File: config.mk
export PLATFORM = sky130hd
export DESIGN_NAME = rtc_tick_core
export DESIGN_NICKNAME = d
export VERILOG_FILES = /design/src/rtl/rtc_tick_pkg.sv /design/src/rtl/rtc_tick_counter.sv /design/src/rtl/rtc_alarm_match.sv /design/src/rtl/rtc_ctrl_reg.sv /design/src/rtl/rtc_tick_core.sv
export SDC_FILE = /design/constraint.sdc
export NUM_CORES = 1
export LEC_CHECK = 0
export BUFFER_PORTS_ARGS = -buffer_cell sky130_fd_sc_hd__buf_2
export CAP_MARGIN = 20
export CORE_MARGIN = 2
export CORE_UTILIZATION = 65
export CTS_BUF_LIST = sky130_fd_sc_hd__clkbuf_4
export DETAILED_ROUTE_END_ITERATION = 6
export PLACE_DENSITY = 0.83
export SLEW_MARGIN = 40
export SYNTH_ARGS = -nofsm -noshare
export SYNTH_HDL_FRONTEND = slang
export SYNTH_HIERARCHICAL = 1
export SYNTH_SLANG_ARGS = --single-unit
export TNS_END_PERCENT = 10
File: constraint.sdc
create_clock -name clk -period 5.1 [get_ports clk]
set_input_delay 0.255 -clock clk [delete_from_list [all_inputs] [get_ports clk]]
set_output_delay 0.255 -clock clk [all_outputs]
set_load 0.05 [all_outputs]
File: src/rtl/rtc_tick_pkg.sv
package rtc_tick_pkg;
  localparam int          BYTE_W      = 8;
  localparam int          CNT_BYTES   = 6;
  localparam int          ALM_BYTES   = 4;
  localparam logic [7:0]  CTRL_ADDR   = 8'h53;
  localparam logic [7:0]  ALM_BASE    = 8'h56;
  localparam logic [7:0]  CNT_BASE    = 8'h5A;
  localparam logic [7:0]  CTRL_RESET  = 8'h30;
  // control bit positions
  localparam int          CTL_MON     = 0;
  localparam int          CTL_BYPASS  = 1;
  localparam int          CTL_ALM_EN  = 2;
  localparam int          CTL_OUT_OFF = 3;
endpackage

File: src/rtl/rtc_tick_counter.sv
module rtc_tick_counter
  import rtc_tick_pkg::*;
#(
  parameter int         NBYTES = CNT_BYTES,
  parameter logic [7:0] BASE   = CNT_BASE
) (
  input  logic                  clk,
  input  logic                  rst_n,
  input  logic                  tick_en,
  input  logic                  wr_en,
  input  logic                  rd_en,
  input  logic [7:0]            addr,
  input  logic [7:0]            wdata,
  output logic [8*NBYTES-1:0]   count,
  output logic                  hit,
  output logic [7:0]            rd_byte
);
  localparam int W  = 8 * NBYTES;
  localparam int LW = W - 8;

  logic [W-1:0]      count_q;
  logic [LW-1:0]     stage_q;
  logic [LW-1:0]     snap_q;
  logic [NBYTES-1:0] sel;

  for (genvar b = 0; b < NBYTES; b++) begin : g_sel
    assign sel[b] = (addr == BASE + 8'(b));
  end
  assign hit = |sel;

  // staging bytes: all but the top one
  for (genvar b = 0; b < NBYTES - 1; b++) begin : g_stage
    always_ff @(posedge clk or negedge rst_n) begin
      if (!rst_n)                stage_q[b*8 +: 8] <= '0;
      else if (wr_en && sel[b])  stage_q[b*8 +: 8] <= wdata;
    end
  end

  // live count: top-byte write loads everything, else tick
  always_ff @(posedge clk or negedge rst_n) begin
    if (!rst_n)                         count_q <= '0;
    else if (wr_en && sel[NBYTES-1])    count_q <= {wdata, stage_q};
    else if (tick_en)                   count_q <= count_q + 1'b1;
  end

  // snapshot of the upper bytes taken when the low byte is read
  always_ff @(posedge clk or negedge rst_n) begin
    if (!rst_n)                  snap_q <= '0;
    else if (rd_en && sel[0])    snap_q <= count_q[W-1:8];
  end

  always_comb begin
    rd_byte = '0;
    if (sel[0]) rd_byte = count_q[7:0];
    for (int b = 1; b < NBYTES; b++)
      if (sel[b]) rd_byte = snap_q[(b-1)*8 +: 8];
  end

  assign count = count_q;
endmodule

File: src/rtl/rtc_alarm_match.sv
module rtc_alarm_match
  import rtc_tick_pkg::*;
#(
  parameter int         NBYTES = ALM_BYTES,
  parameter logic [7:0] BASE   = ALM_BASE
) (
  input  logic                 clk,
  input  logic                 rst_n,
  input  logic                 wr_en,
  input  logic [7:0]           addr,
  input  logic [7:0]           wdata,
  input  logic [8*NBYTES-1:0]  count_hi,
  input  logic                 alarm_en,
  input  logic                 en_off_wr,
  output logic                 hit,
  output logic [7:0]           rd_byte,
  output logic                 wake
);
  localparam int W = 8 * NBYTES;

  logic [W-1:0]      alarm_q;
  logic [NBYTES-1:0] sel;
  logic              alm_wr;
  logic              match;
  logic              wake_q;

  for (genvar b = 0; b < NBYTES; b++) begin : g_byte
    assign sel[b] = (addr == BASE + 8'(b));
    always_ff @(posedge clk or negedge rst_n) begin
      if (!rst_n)               alarm_q[b*8 +: 8] <= '0;
      else if (wr_en && sel[b]) alarm_q[b*8 +: 8] <= wdata;
    end
  end

  assign hit    = |sel;
  assign alm_wr = wr_en && hit;
  assign match  = (count_hi == alarm_q);

  // clear wins over set; set needs the enable already on
  always_ff @(posedge clk or negedge rst_n) begin
    if (!rst_n)                      wake_q <= 1'b0;
    else if (alm_wr || en_off_wr)    wake_q <= 1'b0;
    else if (alarm_en && match)      wake_q <= 1'b1;
  end

  always_comb begin
    rd_byte = '0;
    for (int b = 0; b < NBYTES; b++)
      if (sel[b]) rd_byte = alarm_q[b*8 +: 8];
  end

  assign wake = wake_q;
endmodule

File: src/rtl/rtc_ctrl_reg.sv
module rtc_ctrl_reg
  import rtc_tick_pkg::*;
#(
  parameter logic [7:0] ADDR  = CTRL_ADDR,
  parameter logic [7:0] RESET = CTRL_RESET
) (
  input  logic       clk,
  input  logic       rst_n,
  input  logic       wr_en,
  input  logic [7:0] addr,
  input  logic [7:0] wdata,
  output logic       hit,
  output logic [7:0] ctrl,
  output logic       en_off_wr
);
  logic [7:0] ctrl_q;

  assign hit       = (addr == ADDR);
  assign en_off_wr = wr_en && hit && !wdata[CTL_ALM_EN];

  // monitor bit is set-only; the rest is plain storage
  always_ff @(posedge clk or negedge rst_n) begin
    if (!rst_n)            ctrl_q <= RESET;
    else if (wr_en && hit) ctrl_q <= {wdata[7:1], ctrl_q[CTL_MON] | wdata[CTL_MON]};
  end

  assign ctrl = ctrl_q;
endmodule

File: src/rtl/rtc_tick_core.sv
module rtc_tick_core
  import rtc_tick_pkg::*;
#(
  parameter int CNT_N = CNT_BYTES,
  parameter int ALM_N = ALM_BYTES
) (
  input  logic       clk,
  input  logic       rst_n,
  input  logic       tick_en,
  input  logic [7:0] reg_addr,
  input  logic [7:0] reg_wdata,
  input  logic       reg_wr,
  input  logic       reg_rd,
  output logic [7:0] reg_rdata,
  output logic       wake_req,
  output logic       osc_bypass,
  output logic       clkout_off
);
  localparam int CNT_W = 8 * CNT_N;
  localparam int ALM_W = 8 * ALM_N;

  logic [CNT_W-1:0] live_count;
  logic [7:0]       ctrl_q;
  logic             ctrl_hit, cnt_hit, alm_hit;
  logic [7:0]       cnt_byte, alm_byte;
  logic             en_off_wr;
  logic [7:0]       rdata_q;
  logic [7:0]       rd_mux;

  rtc_ctrl_reg u_ctrl (
    .clk       (clk),
    .rst_n     (rst_n),
    .wr_en     (reg_wr),
    .addr      (reg_addr),
    .wdata     (reg_wdata),
    .hit       (ctrl_hit),
    .ctrl      (ctrl_q),
    .en_off_wr (en_off_wr)
  );

  rtc_tick_counter #(.NBYTES(CNT_N)) u_cnt (
    .clk     (clk),
    .rst_n   (rst_n),
    .tick_en (tick_en),
    .wr_en   (reg_wr),
    .rd_en   (reg_rd),
    .addr    (reg_addr),
    .wdata   (reg_wdata),
    .count   (live_count),
    .hit     (cnt_hit),
    .rd_byte (cnt_byte)
  );

  rtc_alarm_match #(.NBYTES(ALM_N)) u_alm (
    .clk       (clk),
    .rst_n     (rst_n),
    .wr_en     (reg_wr),
    .addr      (reg_addr),
    .wdata     (reg_wdata),
    .count_hi  (live_count[CNT_W-1 -: ALM_W]),
    .alarm_en  (ctrl_q[CTL_ALM_EN]),
    .en_off_wr (en_off_wr),
    .hit       (alm_hit),
    .rd_byte   (alm_byte),
    .wake      (wake_req)
  );

  // sub-blocks return zero when not addressed, so OR them
  assign rd_mux = (ctrl_hit ? ctrl_q : 8'h00) | cnt_byte | alm_byte;

  always_ff @(posedge clk or negedge rst_n) begin
    if (!rst_n)      rdata_q <= '0;
    else if (reg_rd) rdata_q <= rd_mux;
  end

  assign reg_rdata  = rdata_q;
  assign osc_bypass = ctrl_q[CTL_BYPASS];
  assign clkout_off = ctrl_q[CTL_OUT_OFF];

  logic unused_hit;
  assign unused_hit = cnt_hit ^ alm_hit;
endmodule

==> metrics.md, run 1 <==
| Metric | Value |
|---|---|
| TritonCTS Buffers | 17 |
| Routed Antenna Nets | 0 |
| Yosys warning count | 6 |
| Synth Cell Area | 9050 sq um |
| Remaining DRCs | 0 |
| Clock Skew | 0.0202 ns |
| Final Cycle Share | 50.3% |
| Port bufs | 31 |
| GRT Residual Overflow | 0 |
| Critical Path Fanout Max | 10 |
| CP Launch Type | flip-flop |
| Site Rows | 43 |
| I/O pins | 32 |
| Via-per-instance ratio | 6.52 |
| Slew Viols, Final | 0 |
| CTS resizes | 0 |
| Leak Pwr | 4.41 nW |
| Average size of a mapped cell | 11.3 sq um |
| Tightest Pin Transition | 0.816 ns |
| Endpoint class of the critical path | flip-flop |
| Most common cell after layout, fill and taps aside | dfrtp_1 |
| # Max-Cap Violations | 0 |
| Achievable Freq | 0.390 GHz |
| Synth Net Count | 821 |
| Die height | 122 um |
| Post-CTS Setup Bufs | 0 |
| Final WL | 23300 um |
| Overall routing resource usage | 33.0% |
| Clock buffer depth | 2 |
| Die width | 122 um |
| HP Class | in2reg |
| Initial antenna violation count | 2 |
| Via count | 6556 |
| Core area | 13700 sq um |
| Final RePlAce weighted congestion | 0.926 |
| Detailed placement HPWL | 15800 um |
| Worst skew pair latency | 0.58 ns |
| FILL cells | 1000 |
| Clock tree sinks | 177 |
| Met1 GRT Util | 47.7% |
| Met3 usage | 6.55% |
| TNS Setup | 0 ns |
| Wire length per cell | 23.2 um |
| Setup CP Type | reg2reg |
| Starting DRC count in detailed routing | 719 |
| Initial Util | 66.0% |
| Die ar. | 14900 sq um |
| Fin util | 70.0% |
| RSZ-0062 raised after global routing | no |
| GR peak layer | met2 |
| Fin crit period | 2.57 ns |
| Largest net degree at the start of global routing | 86 |
| Peak supply drop | 0.202 mV |
| Final Hold Fails | 0 |
| Htree depth | 4 |
| First-pass GRT wire length | 36200 um |
| Root Buffer | clkbuf_4 |
| Commonest non-fill, non-tap cells in the layout | dfrtp_1 (175), mux2_2 (89), nand2_1 (66) |
| WHS | 0.0354 ns |
| Relative slew margins | 45.4% |
| Vias in the first global route | 6459 |
| Power Dens Cells | 288 nW/um^2 |
| Post-Synthesis Cells | 799 |
| Finish-stage setup viols | 0 |
| Layout area overhead | 6.08% |
| TritonCTS clock tree | yes |
| Layout cells sized above 1 | 25.8% |
| Nets | 834 |
| DR pass1 iterations | 5 |
| Req. time, crit path | 5.60 ns |
| Met2 Usage GRT | 50.2% |
| Outcome | finished, final reports clean |
| CTS clk-pin slew, worst paths | 0.15 ns |
| CP arrival | 3.07 ns |
[power breakdown]
group	switching [mW]	total [mW]	internal [mW]
Clock	0.523	0.889	0.366
Sequential	0.101	1.58	1.48
Combinational	0.178	0.297	0.119
Total	0.801	2.77	1.96
[registers in the layout, indices dropped and copies added (netlist names)]
register / flops
reg_rdata: 8
u_alm/alarm_q: 32
u_alm/wake: 1
u_cnt/count: 48
u_cnt/snap_q: 40
u_cnt/stage_q: 40
u_ctrl/ctrl: 8
[layer usage]
| metal | share of wire (%) | up-vias |
|---|---|---|
| met1 | 44 | 3324 |
| met4 | 2.6 | 0 |
| li1 | - | 2888 |
| met2 | 46 | 298 |
| met5 | 0 | - |
| met3 | 7.4 | 46 |
[repair_timing]
item	4_1_cts	5_1_grt
endpoints found under the hold margin	82	0
endpoints found under the setup margin	0	0
hold buffers	1	0
[final cells by class]
class                   count  area [sq um]  share of cell area (%)
clock inverters            14           193                    2.01
multi-input cells         565          4340                    45.2
well taps                 180           225                    2.35
flip-flops and latches    177          4430                    46.2
diodes                      1          2.50                  0.0261
clock buffers              18           135                    1.41
repair buffers             38           225                    2.35
inverters                  13          48.8                   0.508
[path summary, 6_finish.rpt]
path | endpoint | start | slack (ns) | depth (start not counted)
max in group asynchronous | u_cnt/stage_q[25] | rst_n | 3.73 | 3
worst min-delay path | u_cnt/count[0] | tick_en | 0.04 | 3
worst max-delay path | u_cnt/count[34] | u_cnt/count[19] | 2.53 | 5
min in group asynchronous | u_cnt/snap_q[38] | rst_n | 0.28 | 2
worst max register to register | u_cnt/count[34] | u_cnt/count[19] | 2.53 | 5
worst min register to register | u_cnt/count[20] | u_cnt/stage_q[20] | 0.50 | 2
[through the flow]
| stage | setup WS, ns | instance area [sq um] | power (mW) | cells |
|---|---|---|---|---|
| floorplan | 2.89 | 9050 | 1.76 | 799 |
| global placement | 2.41 | 9240 | 1.88 | 971 |
| detailed placement | 2.63 | 9250 | 1.90 | 971 |
| CTS | 2.59 | 9580 | 2.78 | 1004 |
| global route | 2.35 | 9600 | 2.87 | 1006 |
| finish | 2.53 | 9600 | 2.77 | 1006 |
[critical path, cell delays in order (launching register included)]
cell     delay [ns]
dfrtp_1        0.58
and4_1         0.30
nand4_1        0.46
or2_4          0.45
or4_1          0.52
a31oi_1        0.18
Note: power is estimated with default switching activity, not from simulation.
==> run 2: changes to the inputs <==
--- a/config.mk
+++ b/config.mk
@@ -8,10 +8,10 @@
 export BUFFER_PORTS_ARGS = -buffer_cell sky130_fd_sc_hd__buf_2
 export CAP_MARGIN = 20
 export CORE_MARGIN = 2
-export CORE_UTILIZATION = 65
+export CORE_UTILIZATION = 64
 export CTS_BUF_LIST = sky130_fd_sc_hd__clkbuf_4
 export DETAILED_ROUTE_END_ITERATION = 6
-export PLACE_DENSITY = 0.83
+export PLACE_DENSITY = 0.82
 export SLEW_MARGIN = 40
 export SYNTH_ARGS = -nofsm -noshare
 export SYNTH_HDL_FRONTEND = slang
==> constraint.sdc (replaced) <==
create_clock -name clk -period 2.6 [get_ports clk]
set_input_delay 0.13 -clock clk [delete_from_list [all_inputs] [get_ports clk]]
set_output_delay 0.13 -clock clk [all_outputs]
set_load 0.05 [all_outputs]
==> run 2 against run 1 <==
  * Non-clock buffer count is 26 higher
  * Worst setup slack worse by 2.3 ns
  * Global-route usage is 0.15 points higher
  * Count of clock-buffer cells in the layout is 5 higher
  * Wire length is 2.7% higher
  * Largest cell class unchanged
==> metrics.md, run 2 (synthesized netlist as in run 1, its figures left out) <==
| Metric | Value |
|---|---|
| Outcome | finished, final reports clean |
| Site Rows | 43 |
| Htree depth | 4 |
| Via-per-instance ratio | 6.52 |
| Final RePlAce weighted congestion | 0.941 |
| Area of the multi-input gates | 4340 sq um |
| Crit-path cells | nand4_1 > or4_1 > buf_4 > nor4_1 > xnor2_1 > o21ai_0 |
| Post-CTS Setup Bufs | 0 |
| Detailed placement HPWL | 16300 um |
| Final Cycle Share | 92.9% |
| Largest net degree at the start of global routing | 68 |
| Max reg flops | 48 |
| Initial antenna violation count | 2 |
| Achievable Freq | 0.414 GHz |
| Final Total Pwr | 5.21 mW |
| # Max-Cap Violations | 0 |
| CTS clk-pin slew, worst paths | 0.13 ns |
| Final WS setup | 0.184 ns |
| TNS Setup | 0 ns |
| CP max stage delay | 0.60 ns |
| Critical Path Fanout Max | 17 |
| Leak Pwr | 4.50 nW |
| Nets | 860 |
| Worst setup path endpoint | u_cnt/count[29] |
| RSZ-0062 raised after global routing | no |
| Die height | 123 um |
| Post-DP Area | 9420 sq um |
| Root Buffer | clkbuf_4 |
| I/O pins | 32 |
| Clock tree sinks | 177 |
| Worst Path Buf+Inv | 1 |
| CP Launch Type | flip-flop |
| Fin util | 70.8% |
| Worst skew pair latency | 0.57 ns |
| Worst-case reg-to-reg path depth | 6 |
| Power Dens Cells | 532 nW/um^2 |
| TritonCTS Buffers | 17 |
| CP arrival | 2.85 ns |
| Port bufs | 31 |
| Reg-to-reg endpoint | u_cnt/count[29] |
| Vias in the first global route | 6481 |
| Starting DRC count in detailed routing | 770 |
| Req. time, crit path | 3.03 ns |
| Worst slack, placed | 0.307 ns |
| Final Cell Area | 9790 sq um |
| CP top delay family | simple AND/OR/NAND/NOR gates |
| Via count | 6726 |
| Most common cell after layout, fill and taps aside | dfrtp_1 |
| Commonest non-fill, non-tap cells in the layout | dfrtp_1 (175), mux2_2 (89), nand2_1 (66) |
| Tightest Pin Transition | 0.620 ns |
| Clock Skew | 0.0243 ns |
| Crit path from | u_cnt/count[0] |
| Routed Antenna Nets | 0 |
| Max stage delay cell, worst path | or4_1 |
| Overall routing resource usage | 33.1% |
| Die ar. | 15100 sq um |
| Hold Startpoint | reg_wdata[5] |
| R2R Path Start | u_cnt/count[0] |
| Critical path depth | 6 |
| Final WL | 23900 um |
| Layout area overhead | 8.13% |
| First-pass GRT wire length | 36900 um |
| R2R setup slack | 0.18 ns |
| Initial Util | 65.5% |
| WHS | 0.0324 ns |
| Placed cells | 989 |
| HP Class | in2reg |
| Clock buffer depth | 2 |
| Worst hold stages | 3 |
| Layout cells sized above 1 | 26.6% |
| Final Hold Fails | 0 |
| Fin crit period | 2.42 ns |
| TritonCTS clock tree | yes |
| Register Area | 4430 sq um |
| GRT Residual Overflow | 0 |
| Remaining DRCs | 0 |
| Wire length per cell | 23.2 um |
| Peak supply drop | 0.428 mV |
| Non-filler instance count after layout | 1032 |
| FILL cells | 1007 |
| Finish-stage setup viols | 0 |
| Relative slew margins | 58.7% |
| Setup CP Type | reg2reg |
| DR pass1 iterations | 5 |
| Slew Viols, Final | 0 |
| Die width | 123 um |
| Core area | 13800 sq um |
| Endpoint class of the critical path | flip-flop |
run 2: changes by cell type in the layout (fill, tap and decap cells not counted), sizes merged:
cell | before | now
clkinvlp | 0 | 2
clkinv | 3 | 5
clkbuf | 19 | 23
dlygate4sd3 | 1 | 10
buf | 36 | 54
bufinv | 3 | 2
inv | 21 | 13
run 2: worst min-delay path by stage:
stage | end | slack [ns]
floorplan | reg_rdata[0] | -0.17
global placement | reg_rdata[3] | 0.16
detailed placement | reg_rdata[3] | 0.16
CTS | u_cnt/count[45] | 0.001
global route | u_cnt/count[45] | 0.04
finish | u_cnt/count[45] | 0.03
run 2: worst reg2reg max path: cells and delay by family, from the launching register on:
family          cells  cell delay, ns
compound gates      1            0.11
flops               1            0.45
xor+xnor            1            0.18
buf+inv             1            0.23
simple gates        3            1.30
run 2: cell type report:
| class | instances | share of cell area [%] |
|---|---|---|
| clock buffers | 23 | 1.76 |
| multi-input cells | 565 | 44.3 |
| well taps | 180 | 2.30 |
| inverters | 13 | 0.499 |
| flip-flops and latches | 177 | 45.3 |
| repair buffers | 64 | 4.82 |
| clock inverters | 9 | 0.972 |
| diodes | 1 | 0.0256 |
run 2: what timing repair did:
action                    CTS  global route
hold buffers               10             0
hold endpoints to repair   81             0
gates resized for setup     0             0
run 2: power breakdown:
part	total, mW	switching, mW	internal [mW]
registers	3.10	0.195	2.90
logic	0.612	0.363	0.249
clock network	1.50	0.876	0.621
total	5.21	1.43	3.77
run 2: layer usage:
layer | global-route usage [%] | vias to the layer above | wire length [um]
met5 | 0 | - | 9
met4 | 10.1 | 2 | 483
met3 | 7.75 | 43 | 2110
met2 | 51.6 | 351 | 11300
met1 | 46.5 | 3393 | 10000
li1 | - | 2937 | -
